==> src/rtl/tmr_pkg.sv <==
package tmr_pkg;
   localparam int unsigned ADDR_W = 2;
   localparam logic [ADDR_W-1:0] A_COUNT  = 2'd0;
   localparam logic [ADDR_W-1:0] A_CMPBUF = 2'd1;
   localparam logic [ADDR_W-1:0] A_FLAGS  = 2'd2;
   localparam logic [ADDR_W-1:0] A_CMPACT = 2'd3;
   localparam int unsigned FLAG_OVF = 0;
   localparam int unsigned FLAG_CMP = 1;
   typedef enum logic [1:0] {
      MODE_UP_MAX = 2'b00,
      MODE_UP_CMP = 2'b01,
      MODE_UD_MAX = 2'b10,
      MODE_UD_CMP = 2'b11
   } tmr_mode_e;
endpackage

==> src/rtl/tmr_cnt_core.sv <==
module tmr_cnt_core #(
   parameter int unsigned CNT_W = 8
) (
   input  logic             clk,
   input  logic             rst_n,
   input  logic             step,
   input  logic             ld,
   input  logic [CNT_W-1:0] ld_val,
   input  logic             clr,
   input  logic             updown,
   input  logic [CNT_W-1:0] top_val,
   output logic [CNT_W-1:0] cnt,
   output logic             dn,
   output logic             wrap_top,
   output logic             reach_bot,
   output logic             ovf_evt
);
   localparam logic [CNT_W-1:0] MAXV = {CNT_W{1'b1}};
   localparam logic [CNT_W-1:0] ZERO = '0;
   localparam logic [CNT_W-1:0] ONE  = {{(CNT_W-1){1'b0}}, 1'b1};

   logic [CNT_W-1:0] nxt;
   logic             nxt_dn;

   always_comb begin
      nxt       = cnt;
      nxt_dn    = dn;
      wrap_top  = 1'b0;
      reach_bot = 1'b0;
      ovf_evt   = 1'b0;
      if (ld) begin
         nxt = ld_val;
      end else if (clr) begin
         nxt = ZERO;
      end else if (step) begin
         if (!updown) begin
            nxt_dn  = 1'b0;
            ovf_evt = (cnt == MAXV);
            if (cnt == top_val) begin
               nxt      = ZERO;
               wrap_top = 1'b1;
            end else begin
               nxt = cnt + ONE;
            end
         end else if (!dn) begin
            if (cnt >= top_val) begin
               if (cnt != ZERO) begin
                  nxt    = cnt - ONE;
                  nxt_dn = 1'b1;
               end
            end else begin
               nxt = cnt + ONE;
            end
         end else begin
            if (cnt == ZERO) begin
               if (top_val != ZERO) begin
                  nxt    = ONE;
                  nxt_dn = 1'b0;
               end
            end else begin
               nxt = cnt - ONE;
            end
         end
         if (updown && cnt != ZERO && nxt == ZERO) begin
            reach_bot = 1'b1;
            ovf_evt   = 1'b1;
         end
      end
   end

   always_ff @(posedge clk) begin
      if (!rst_n) begin
         cnt <= ZERO;
         dn  <= 1'b0;
      end else begin
         cnt <= nxt;
         dn  <= nxt_dn;
      end
   end

   p_hold_r2: assert property (@(posedge clk) disable iff (!rst_n)
      (!step && !ld && !clr) |=> $stable(cnt));
   p_up_step_r3: assert property (@(posedge clk) disable iff (!rst_n)
      (step && !ld && !clr && !updown && cnt != top_val) |=> (cnt == $past(cnt) + ONE));
   p_clear_r9: assert property (@(posedge clk) disable iff (!rst_n)
      (clr && !ld) |=> (cnt == ZERO));
endmodule

==> src/rtl/tmr_cmp_unit.sv <==
module tmr_cmp_unit #(
   parameter int unsigned CNT_W   = 8,
   parameter bit          DBL_BUF = 1'b1
) (
   input  logic             clk,
   input  logic             rst_n,
   input  logic             wr_buf,
   input  logic [CNT_W-1:0] wdata,
   input  logic             immediate,
   input  logic             load_evt,
   input  logic             step,
   input  logic             cnt_ld,
   input  logic [CNT_W-1:0] cnt,
   output logic [CNT_W-1:0] cmp_buf,
   output logic [CNT_W-1:0] cmp_act,
   output logic             match_evt
);
   logic supp_q;

   always_ff @(posedge clk) begin
      if (!rst_n) begin
         cmp_buf <= '0;
      end else if (wr_buf) begin
         cmp_buf <= wdata;
      end
   end

   generate
      if (DBL_BUF) begin : g_dbl
         always_ff @(posedge clk) begin
            if (!rst_n) begin
               cmp_act <= '0;
            end else if (immediate) begin
               cmp_act <= wr_buf ? wdata : cmp_buf;
            end else if (load_evt) begin
               cmp_act <= cmp_buf;
            end
         end
      end else begin : g_direct
         always_ff @(posedge clk) begin
            if (!rst_n) begin
               cmp_act <= '0;
            end else if (wr_buf) begin
               cmp_act <= wdata;
            end
         end
      end
   endgenerate

   always_ff @(posedge clk) begin
      if (!rst_n) begin
         supp_q <= 1'b0;
      end else if (cnt_ld) begin
         supp_q <= 1'b1;
      end else if (step) begin
         supp_q <= 1'b0;
      end
   end

   assign match_evt = step && !cnt_ld && !supp_q && (cnt == cmp_act);

   p_act_stable_r10: assert property (@(posedge clk) disable iff (!rst_n)
      (!immediate && !load_evt && DBL_BUF) |=> $stable(cmp_act));
endmodule

==> src/rtl/tmr_bidir_cmp.sv <==
module tmr_bidir_cmp
   import tmr_pkg::*;
#(
   parameter int unsigned CNT_W   = 8,
   parameter int unsigned CS_W    = 3,
   parameter bit          DBL_BUF = 1'b1
) (
   input  logic              clk,
   input  logic              rst_n,
   input  logic              tick_en,
   input  logic [CS_W-1:0]   clk_sel,
   input  logic [1:0]        mode,
   input  logic              sw_clear,
   input  logic              bus_we,
   input  logic [ADDR_W-1:0] bus_addr,
   input  logic [CNT_W-1:0]  bus_wdata,
   output logic [CNT_W-1:0]  bus_rdata,
   output logic              at_bottom,
   output logic              at_max,
   output logic              at_top,
   output logic              cnt_down,
   output logic              ovf_flag,
   output logic              cmp_flag
);
   localparam logic [CNT_W-1:0] MAXV = {CNT_W{1'b1}};

   initial begin
      assert (CNT_W >= 2 && CNT_W <= 32) else $error("CNT_W out of range");
      assert (CS_W >= 1) else $error("CS_W must be at least 1");
   end

   logic             step, wr_cnt, wr_buf, wr_flg;
   logic             updown, top_cmp, immediate;
   logic [CNT_W-1:0] cnt, top_val, cmp_buf, cmp_act;
   logic             wrap_top, reach_bot, ovf_evt, match_evt, load_evt;

   assign step      = tick_en && (clk_sel != '0);
   assign wr_cnt    = bus_we && (bus_addr == A_COUNT);
   assign wr_buf    = bus_we && (bus_addr == A_CMPBUF);
   assign wr_flg    = bus_we && (bus_addr == A_FLAGS);
   assign updown    = mode[1];
   assign top_cmp   = mode[0];
   assign immediate = (mode == MODE_UP_MAX);
   assign top_val   = top_cmp ? cmp_act : MAXV;
   assign load_evt  = updown ? reach_bot : wrap_top;

   tmr_cnt_core #(.CNT_W(CNT_W)) u_core (
      .clk(clk), .rst_n(rst_n), .step(step), .ld(wr_cnt), .ld_val(bus_wdata),
      .clr(sw_clear), .updown(updown), .top_val(top_val), .cnt(cnt),
      .dn(cnt_down), .wrap_top(wrap_top), .reach_bot(reach_bot), .ovf_evt(ovf_evt)
   );

   tmr_cmp_unit #(.CNT_W(CNT_W), .DBL_BUF(DBL_BUF)) u_cmp (
      .clk(clk), .rst_n(rst_n), .wr_buf(wr_buf), .wdata(bus_wdata),
      .immediate(immediate), .load_evt(load_evt), .step(step), .cnt_ld(wr_cnt),
      .cnt(cnt), .cmp_buf(cmp_buf), .cmp_act(cmp_act), .match_evt(match_evt)
   );

   always_ff @(posedge clk) begin
      if (!rst_n) begin
         ovf_flag <= 1'b0;
         cmp_flag <= 1'b0;
      end else begin
         if (ovf_evt) ovf_flag <= 1'b1;
         else if (wr_flg && bus_wdata[FLAG_OVF]) ovf_flag <= 1'b0;
         if (match_evt) cmp_flag <= 1'b1;
         else if (wr_flg && bus_wdata[FLAG_CMP]) cmp_flag <= 1'b0;
      end
   end

   assign at_bottom = (cnt == '0);
   assign at_max    = (cnt == MAXV);
   assign at_top    = (cnt == top_val);

   always_comb begin
      bus_rdata = '0;
      case (bus_addr)
         A_COUNT:  bus_rdata = cnt;
         A_CMPBUF: bus_rdata = cmp_buf;
         A_FLAGS: begin
            bus_rdata[FLAG_OVF] = ovf_flag;
            bus_rdata[FLAG_CMP] = cmp_flag;
         end
         default:  bus_rdata = cmp_act;
      endcase
   end

   p_flag_sticky_r5: assert property (@(posedge clk) disable iff (!rst_n)
      (ovf_flag && !(wr_flg && bus_wdata[FLAG_OVF])) |=> ovf_flag);
   p_cnt_write_r8: assert property (@(posedge clk) disable iff (!rst_n)
      wr_cnt |=> (bus_rdata == $past(bus_wdata) || bus_addr != A_COUNT));
endmodule

==> config.mk <==
export PLATFORM = sky130hd
export DESIGN_NAME = tmr_bidir_cmp
export DESIGN_NICKNAME = d
export VERILOG_FILES = /design/src/rtl/tmr_pkg.sv /design/src/rtl/tmr_cnt_core.sv /design/src/rtl/tmr_cmp_unit.sv /design/src/rtl/tmr_bidir_cmp.sv
export SDC_FILE = /design/constraint.sdc
export NUM_CORES = 1
export LEC_CHECK = 0
export ABC_AREA = 0
export BUFFER_PORTS_ARGS = -buffer_cell sky130_fd_sc_hd__buf_2
export CAP_MARGIN = 0
export CELL_PAD_IN_SITES_DETAIL_PLACEMENT = 1
export CELL_PAD_IN_SITES_GLOBAL_PLACEMENT = 2
export CORE_MARGIN = 8
export CORE_UTILIZATION = 32
export DETAILED_ROUTE_END_ITERATION = 10
export GPL_TIMING_DRIVEN = 0
export PLACE_DENSITY = 0.88
export SETUP_SLACK_MARGIN = 0.02
export SKIP_CTS_REPAIR_TIMING = 1
export SLEW_MARGIN = 20
export SYNTH_ARGS = -nofsm -noshare
export SYNTH_HDL_FRONTEND = slang
export SYNTH_HIERARCHICAL = 1
export SYNTH_SLANG_ARGS = --single-unit
==> constraint.sdc <==
create_clock -name clk -period 3.2 [get_ports clk]
set_clock_uncertainty 0.2 [all_clocks]
set_input_delay 0.16 -clock clk [delete_from_list [all_inputs] [get_ports clk]]
set_output_delay 0.16 -clock clk [all_outputs]
set_load 0.01 [all_outputs]
==> reports/qor.csv, run 1 <==
stage,metric,value,unit
critical_path,CP Launch Type,flip-flop,
timing,Slew HR,66.1,%
global_route,global-route wire length before repair,14.7,mm
global_route,largest net degree at the start of global routing,17,
route,DRT Wirelength,9.53,mm
run_status,failing checks,negative setup slack,
pwr,Reg power frac,38.4,%
critical_path,R2R depth,14,
job,Max Cap Viol,0,
hold_path,worst min-delay path class,in -> reg,
die,std cell rows,33,
placed_design,Post-DP Area,3060,µm²
die,Initial Util,32.8,%
yosys,yosys warns,6,
clocking,total CTS buffers,3,
timing,Tcrit/Tclk final,110,%
cells_and_area,area growth from synthesis to layout,29.8,%
critical_path,signal arrival time at the worst endpoint,3.49,ns
global_route,initial antenna violation count,0,
yosys,synthesized instance count,326,
route,mean routed wirelength per cell,19.5,µm
placed_design,Placer Congestion,0.827,
yosys,cell accounting for the most synthesized area,dfxtp_1,
timing,fin worst setup slack,-0.317,ns
pwr,Clk pwr share,25.6,%
clocking,CTS sink cnt,28,
yosys,"top cells by area, synth","dfxtp_1 (21%), mux2i_1 (8.5%), nand2_1 (5.4%)",
pwr,total power,1.01,mW
die,DIE AREA,11600,µm²
hold_path,worst hold stages,3,
yosys,Mapped Nets,357,
yosys,"Seq/Total Area, Yosys",20.8,%
critical_path,reg2reg start,u_cmp/cmp_act[4],
timing,slew of the pin with the lowest slew margin,0.504,ns
global_route,total track usage,15.9,%
yosys,"FF+latch count, synth",28,
cells_and_area,# diodes,0,
cells_and_area,layout net count,417,
yosys,Synth top area share,20.8,%
critical_path,maximum fanout along the worst path,8,
timing,worst hold margin,0.00584,ns
yosys,synthesized area per cell,8.28,µm²
pwr,Pint,0.660,mW
timing,# setup viols final,8,
yosys,"count leader, synth",nand2_1,
clocking,Skew-Pair Late Insertion Delay,0.29,ns
yosys,Synth cell types,69,
die,Die X,108,µm
critical_path,RR Endpoint,u_cmp/cmp_act[2],
critical_path,crit path from,u_cmp/cmp_act[4],
cells_and_area,Finished Cell Area,3500,µm²
pwr,Net Sw Frac,34.4,%
placed_design,Port Buf Inserts,32,
critical_path,critical path type,reg -> reg,
yosys,Post-synth EDFFs,0,
pwr,PD cells,287,nW/µm²
pwr,NetSw,0.346,mW
timing,achievable clock frequency,0.284,GHz
cells_and_area,fillers,982,
route,Initial DRC Count,111,
die,die height,108,µm
hold_path,worst hold start,bus_wdata[3],
route,antenna-violating nets left,0,
timing,Final min period,3.52,ns
cells_and_area,area occupied by multi-input gates,2160,µm²
clocking,CTS tree,yes,
cells_and_area,Register Area,591,µm²
yosys,Post-synth top flop,dfxtp_1,
timing,max-slew violations,0,
timing,setup repair after global routing missed its margin,true,
cells_and_area,post-layout util,42.6,%
route,Via density,5.56,
hold_path,Min-Delay Endpoint,u_core/cnt[3],
route,vias,2725,
cells_and_area,layout cell share with drive strength beyond 1,34.3,%
yosys,Post-synth ARST share,0,%
placed_design,Post-DP HPWL,6.95,mm
run_status,status,"complete, but fails checks",
route,drt first pass iters,4,
route,DRC errors left,0,
pwr,Comb pwr share,36.0,%
pwr,worst vdd ir,190,µV
critical_path,Reg2Reg Setup Slack,-0.32,ns
yosys,Post-Syn Area,2700,µm²
critical_path,worst path required time,3.17,ns
die,core area,8220,µm²
global_route,grt ovf,0,
yosys,"top cells by count, synth","nand2_1 (39), dfxtp_1 (28), mux2i_1 (23), a21oi_1 (19), nand3_1 (17)",
clocking,Clock Path Buffers,2,
clocking,CTS root buf,clkbuf_8,
global_route,number of global-route vias before repair,2835,
clocking,H-tree depth,1,
placed_design,dpl ws,-0.642,ns
clocking,clock-pin slew on the worst setup and hold paths,0.10,ns
timing,final count of hold timing violations,0,
critical_path,Worst setup EP type,flip-flop,
die,I/O pins,34,
pwr,Pleak,1.31,nW
-- cell families (layout without fill, tap and decap cells) --
group,after synthesis,after routing,synth area share (%)
xor+xnor,15,15,4.87
simple gates,130,130,28.3
mux,27,27,11.0
fa+ha+maj,11,11,5.10
buf+inv,33,92,6.81
flops,28,28,20.8
compound gates,82,82,23.1
-- power by group through the flow --
| stage | Combinational, mW | Sequential [mW] | Clock [mW] |
|---|---|---|---|
| 6_report | 0.362 | 0.387 | 0.257 |
| 5_1_grt | 0.391 | 0.389 | 0.279 |
| 4_1_cts | 0.308 | 0.391 | 0.265 |
| 3_5_place_dp | 0.306 | 0.399 | 0 |
| 3_3_place_gp | 0.297 | 0.398 | 0 |
| 2_1_floorplan | 0.226 | 0.387 | 0 |
-- registers in the layout, summed over array words and instances (netlist names) --
name / flops
u_core/cnt: 8
u_cmp/cmp_buf: 8
u_cmp/supp_q: 1
ovf_flag: 1
u_cmp/cmp_act: 8
cmp_flag: 1
u_core/dn: 1
-- worst max-delay path by stage --
stage | endpoint | slack (ns) | cells after the start
floorplan | u_cmp/cmp_act[6] | 0.02 | 17
global placement | u_cmp/cmp_act[7] | -0.52 | 12
detailed placement | u_cmp/cmp_act[3] | -0.64 | 12
CTS | u_cmp/cmp_act[3] | -0.66 | 12
global route | u_cmp/cmp_act[2] | -0.47 | 15
finish | u_cmp/cmp_act[2] | -0.32 | 14
-- layout by cell type, fill, tap and decap left out, types with 6 or more instances in the layout --
cell and count:
buf_2 37, nand2_1 37, buf_4 22, mux2i_1 22
a21oi_1 19, nand3_1 17, o21ai_0 16, dfxtp_1 16
xnor2_1 11, inv_1 10, nor2_1 9, nor2b_2 8
o2bb2ai_1 8, ha_1 8, nor4_1 6, dlygate4sd3_1 6
dfxtp_2 6, dfxtp_4 6
-- metal layers --
layer / wire [µm] / track usage (%)
met4: 112 / 3.47
met3: 226 / 1.44
met1: 4500 / 21.1
met2: 4700 / 26.9
met5: 0 / 0
-- metrics by stage --
step	cells	setup TNS (ns)
after global routing	490	-3.48
after floorplan	326	0
after detailed placement	463	-4.99
after global placement	463	-4.13
final	490	-2.25
after CTS	467	-5.17
-- critical path, stage by stage (launching register included) --
cell       delay (ns)
dfxtp_4          0.40
nand2b_4         0.14
inv_1            0.04
ha_1             0.31
nand4_4          0.14
o21bai_4         0.21
or3_4            0.47
a32oi_2          0.25
nor2_2           0.09
a2111oi_4        0.34
and3_1           0.22
mux2_4           0.16
buf_12           0.14
mux2i_1          0.20
o2bb2ai_1        0.09
-- cell type report --
cell class	count	share of cell area, %
inverters	12	1.36
multi-input cells	265	61.6
well taps	105	3.75
flip-flops and latches	28	16.9
clock buffers	4	1.89
repair buffers	56	10.1
plain buffers	20	4.43
(Power assumes the default switching activity.)
==> inputs of run 2 (changes only) <==
==> constraint.sdc (replaced) <==
create_clock -name clk -period 3.2 [get_ports clk]
set_clock_uncertainty 0.2 [all_clocks]
set_input_delay 0.32 -clock clk [delete_from_list [all_inputs] [get_ports clk]]
set_output_delay 0.32 -clock clk [all_outputs]
set_load 0.01 [all_outputs]
==> reports/qor.csv, run 2 (synthesis gave the netlist of run 1 again) <==
stage,metric,value,unit
die,std cell rows,33,
critical_path,critical path type,reg -> reg,
route,DRT Wirelength,9.98,mm
die,DIE AREA,11600,µm²
clocking,clock-pin slew on the worst setup and hold paths,0.10,ns
global_route,number of global-route vias before repair,2815,
global_route,initial antenna violation count,0,
clocking,CTS root buf,clkbuf_8,
cells_and_area,post-layout util,43.2,%
placed_design,Post-DP HPWL,7.09,mm
placed_design,Placed Cells,463,
run_status,status,"complete, but fails checks",
cells_and_area,Finished Cell Area,3550,µm²
timing,slew of the pin with the lowest slew margin,0.525,ns
hold_path,worst hold start,bus_wdata[4],
die,core area,8220,µm²
cells_and_area,"leading cell type in the layout, fill and taps excluded",nand2_1,
cells_and_area,area growth from synthesis to layout,31.5,%
hold_path,Min-Delay Endpoint,u_core/cnt[4],
route,vias,2733,
timing,# setup viols final,8,
placed_design,Post-DP Area,3190,µm²
route,antenna-violating nets left,0,
global_route,global-route wire length before repair,14.9,mm
pwr,PD cells,278,nW/µm²
cells_and_area,layout cell share with drive strength beyond 1,38.0,%
cells_and_area,"non-filler cells, final",487,
die,die height,108,µm
cells_and_area,layout net count,414,
placed_design,Port Buf Inserts,32,
pwr,Pleak,1.30,nW
clocking,CTS tree,yes,
clocking,Clock Path Buffers,2,
cells_and_area,most frequent cells in the layout,"nand2_1 (38), buf_2 (37), buf_4 (25)",
clocking,Skew-Pair Late Insertion Delay,0.28,ns
critical_path,worst path required time,3.17,ns
hold_path,worst hold stages,3,
cells_and_area,# diodes,0,
critical_path,RR Endpoint,u_cmp/cmp_act[1],
global_route,grt ovf,0,
route,Via density,5.61,
pwr,worst vdd ir,221,µV
placed_design,Placer Congestion,0.847,
critical_path,maximum fanout along the worst path,8,
timing,achievable clock frequency,0.286,GHz
timing,final count of hold timing violations,0,
die,Initial Util,32.8,%
critical_path,R2R depth,13,
clocking,CTS sink cnt,28,
hold_path,worst min-delay path class,in -> reg,
timing,fin worst setup slack,-0.299,ns
timing,Tcrit/Tclk final,109,%
route,mean routed wirelength per cell,20.5,µm
critical_path,Worst setup EP type,flip-flop,
critical_path,reg2reg start,u_cmp/cmp_act[6],
route,Initial DRC Count,92,
global_route,largest net degree at the start of global routing,16,
global_route,total track usage,16.0,%
die,I/O pins,34,
run_status,failing checks,negative setup slack,
timing,Final min period,3.50,ns
timing,Slew HR,65.0,%
critical_path,Reg2Reg Setup Slack,-0.30,ns
clocking,total CTS buffers,3,
die,Die X,108,µm
timing,max-slew violations,0,
cells_and_area,biggest regs,"u_cmp/cmp_act x8, u_cmp/cmp_buf x8, u_core/cnt x8",
timing,setup repair after global routing missed its margin,true,
clocking,H-tree depth,1,
route,drt first pass iters,4,
route,DRC errors left,0,
timing,worst hold margin,0.109,ns
job,Max Cap Viol,0,
critical_path,signal arrival time at the worst endpoint,3.47,ns
critical_path,CP Launch Type,flip-flop,
==> run 2: cell type report <==
| class | instances | area, µm² |
|---|---|---|
| fill | 1003 | 4670 |
| multi-input combinational | 265 | 2230 |
| sequential | 28 | 603 |
| timing repair buffer | 54 | 325 |
| buffer | 19 | 158 |
| tap | 105 | 131 |
| clock buffer | 4 | 55.1 |
| inverter | 12 | 51.3 |
==> run 2: worst max-delay path, cell delays in order (launching register included) <==
cell and delay (ns):
dfxtp_4 0.41, nand2b_4 0.14, inv_2 0.04, ha_4 0.28, nand4_4 0.10, o21bai_4 0.20, or3_4 0.47, a32oi_4 0.28
nor2_4 0.07, a2111oi_4 0.33, and3_1 0.22, mux2_4 0.27, mux2i_1 0.25, o2bb2ai_1 0.11
==> run 2: report_power, final <==
group / internal [mW] / total (mW) / switching [mW]
registers: 0.356 / 0.385 / 0.0298
logic: 0.172 / 0.375 / 0.203
clock network: 0.110 / 0.225 / 0.114
total: 0.638 / 0.986 / 0.347
==> run 2: worst max-delay path by stage <==
stage	startpoint	to	slack, ns
global route	u_cmp/cmp_act[3]	u_cmp/cmp_act[1]	-0.42
detailed placement	u_core/cnt[7]	u_cmp/cmp_act[6]	-0.64
floorplan	mode[0]	u_cmp/cmp_act[0]	-0.05
finish	u_cmp/cmp_act[6]	u_cmp/cmp_act[1]	-0.30
global placement	u_core/cnt[7]	u_cmp/cmp_act[2]	-0.54
CTS	u_core/cnt[7]	u_cmp/cmp_act[6]	-0.67
==> run 2: metal layers <==
layer	GRT usage [%]	up-vias	share of wire (%)
met4	4.26	0	0.93
li1	-	1308	-
met1	21.0	1370	46
met2	26.5	45	51
met5	0	-	0
met3	2.40	10	2.7
==> run 2: metrics by stage <==
step / worst slack [ns] / TNS [ns] / total power, mW
after global placement: -0.537 / -4.31 / 0.716
after global routing: -0.416 / -2.95 / 1.04
final: -0.299 / -1.78 / 0.986
after floorplan: -0.0477 / -0.382 / 0.634
after detailed placement: -0.637 / -5.07 / 0.727
after CTS: -0.670 / -5.38 / 0.945
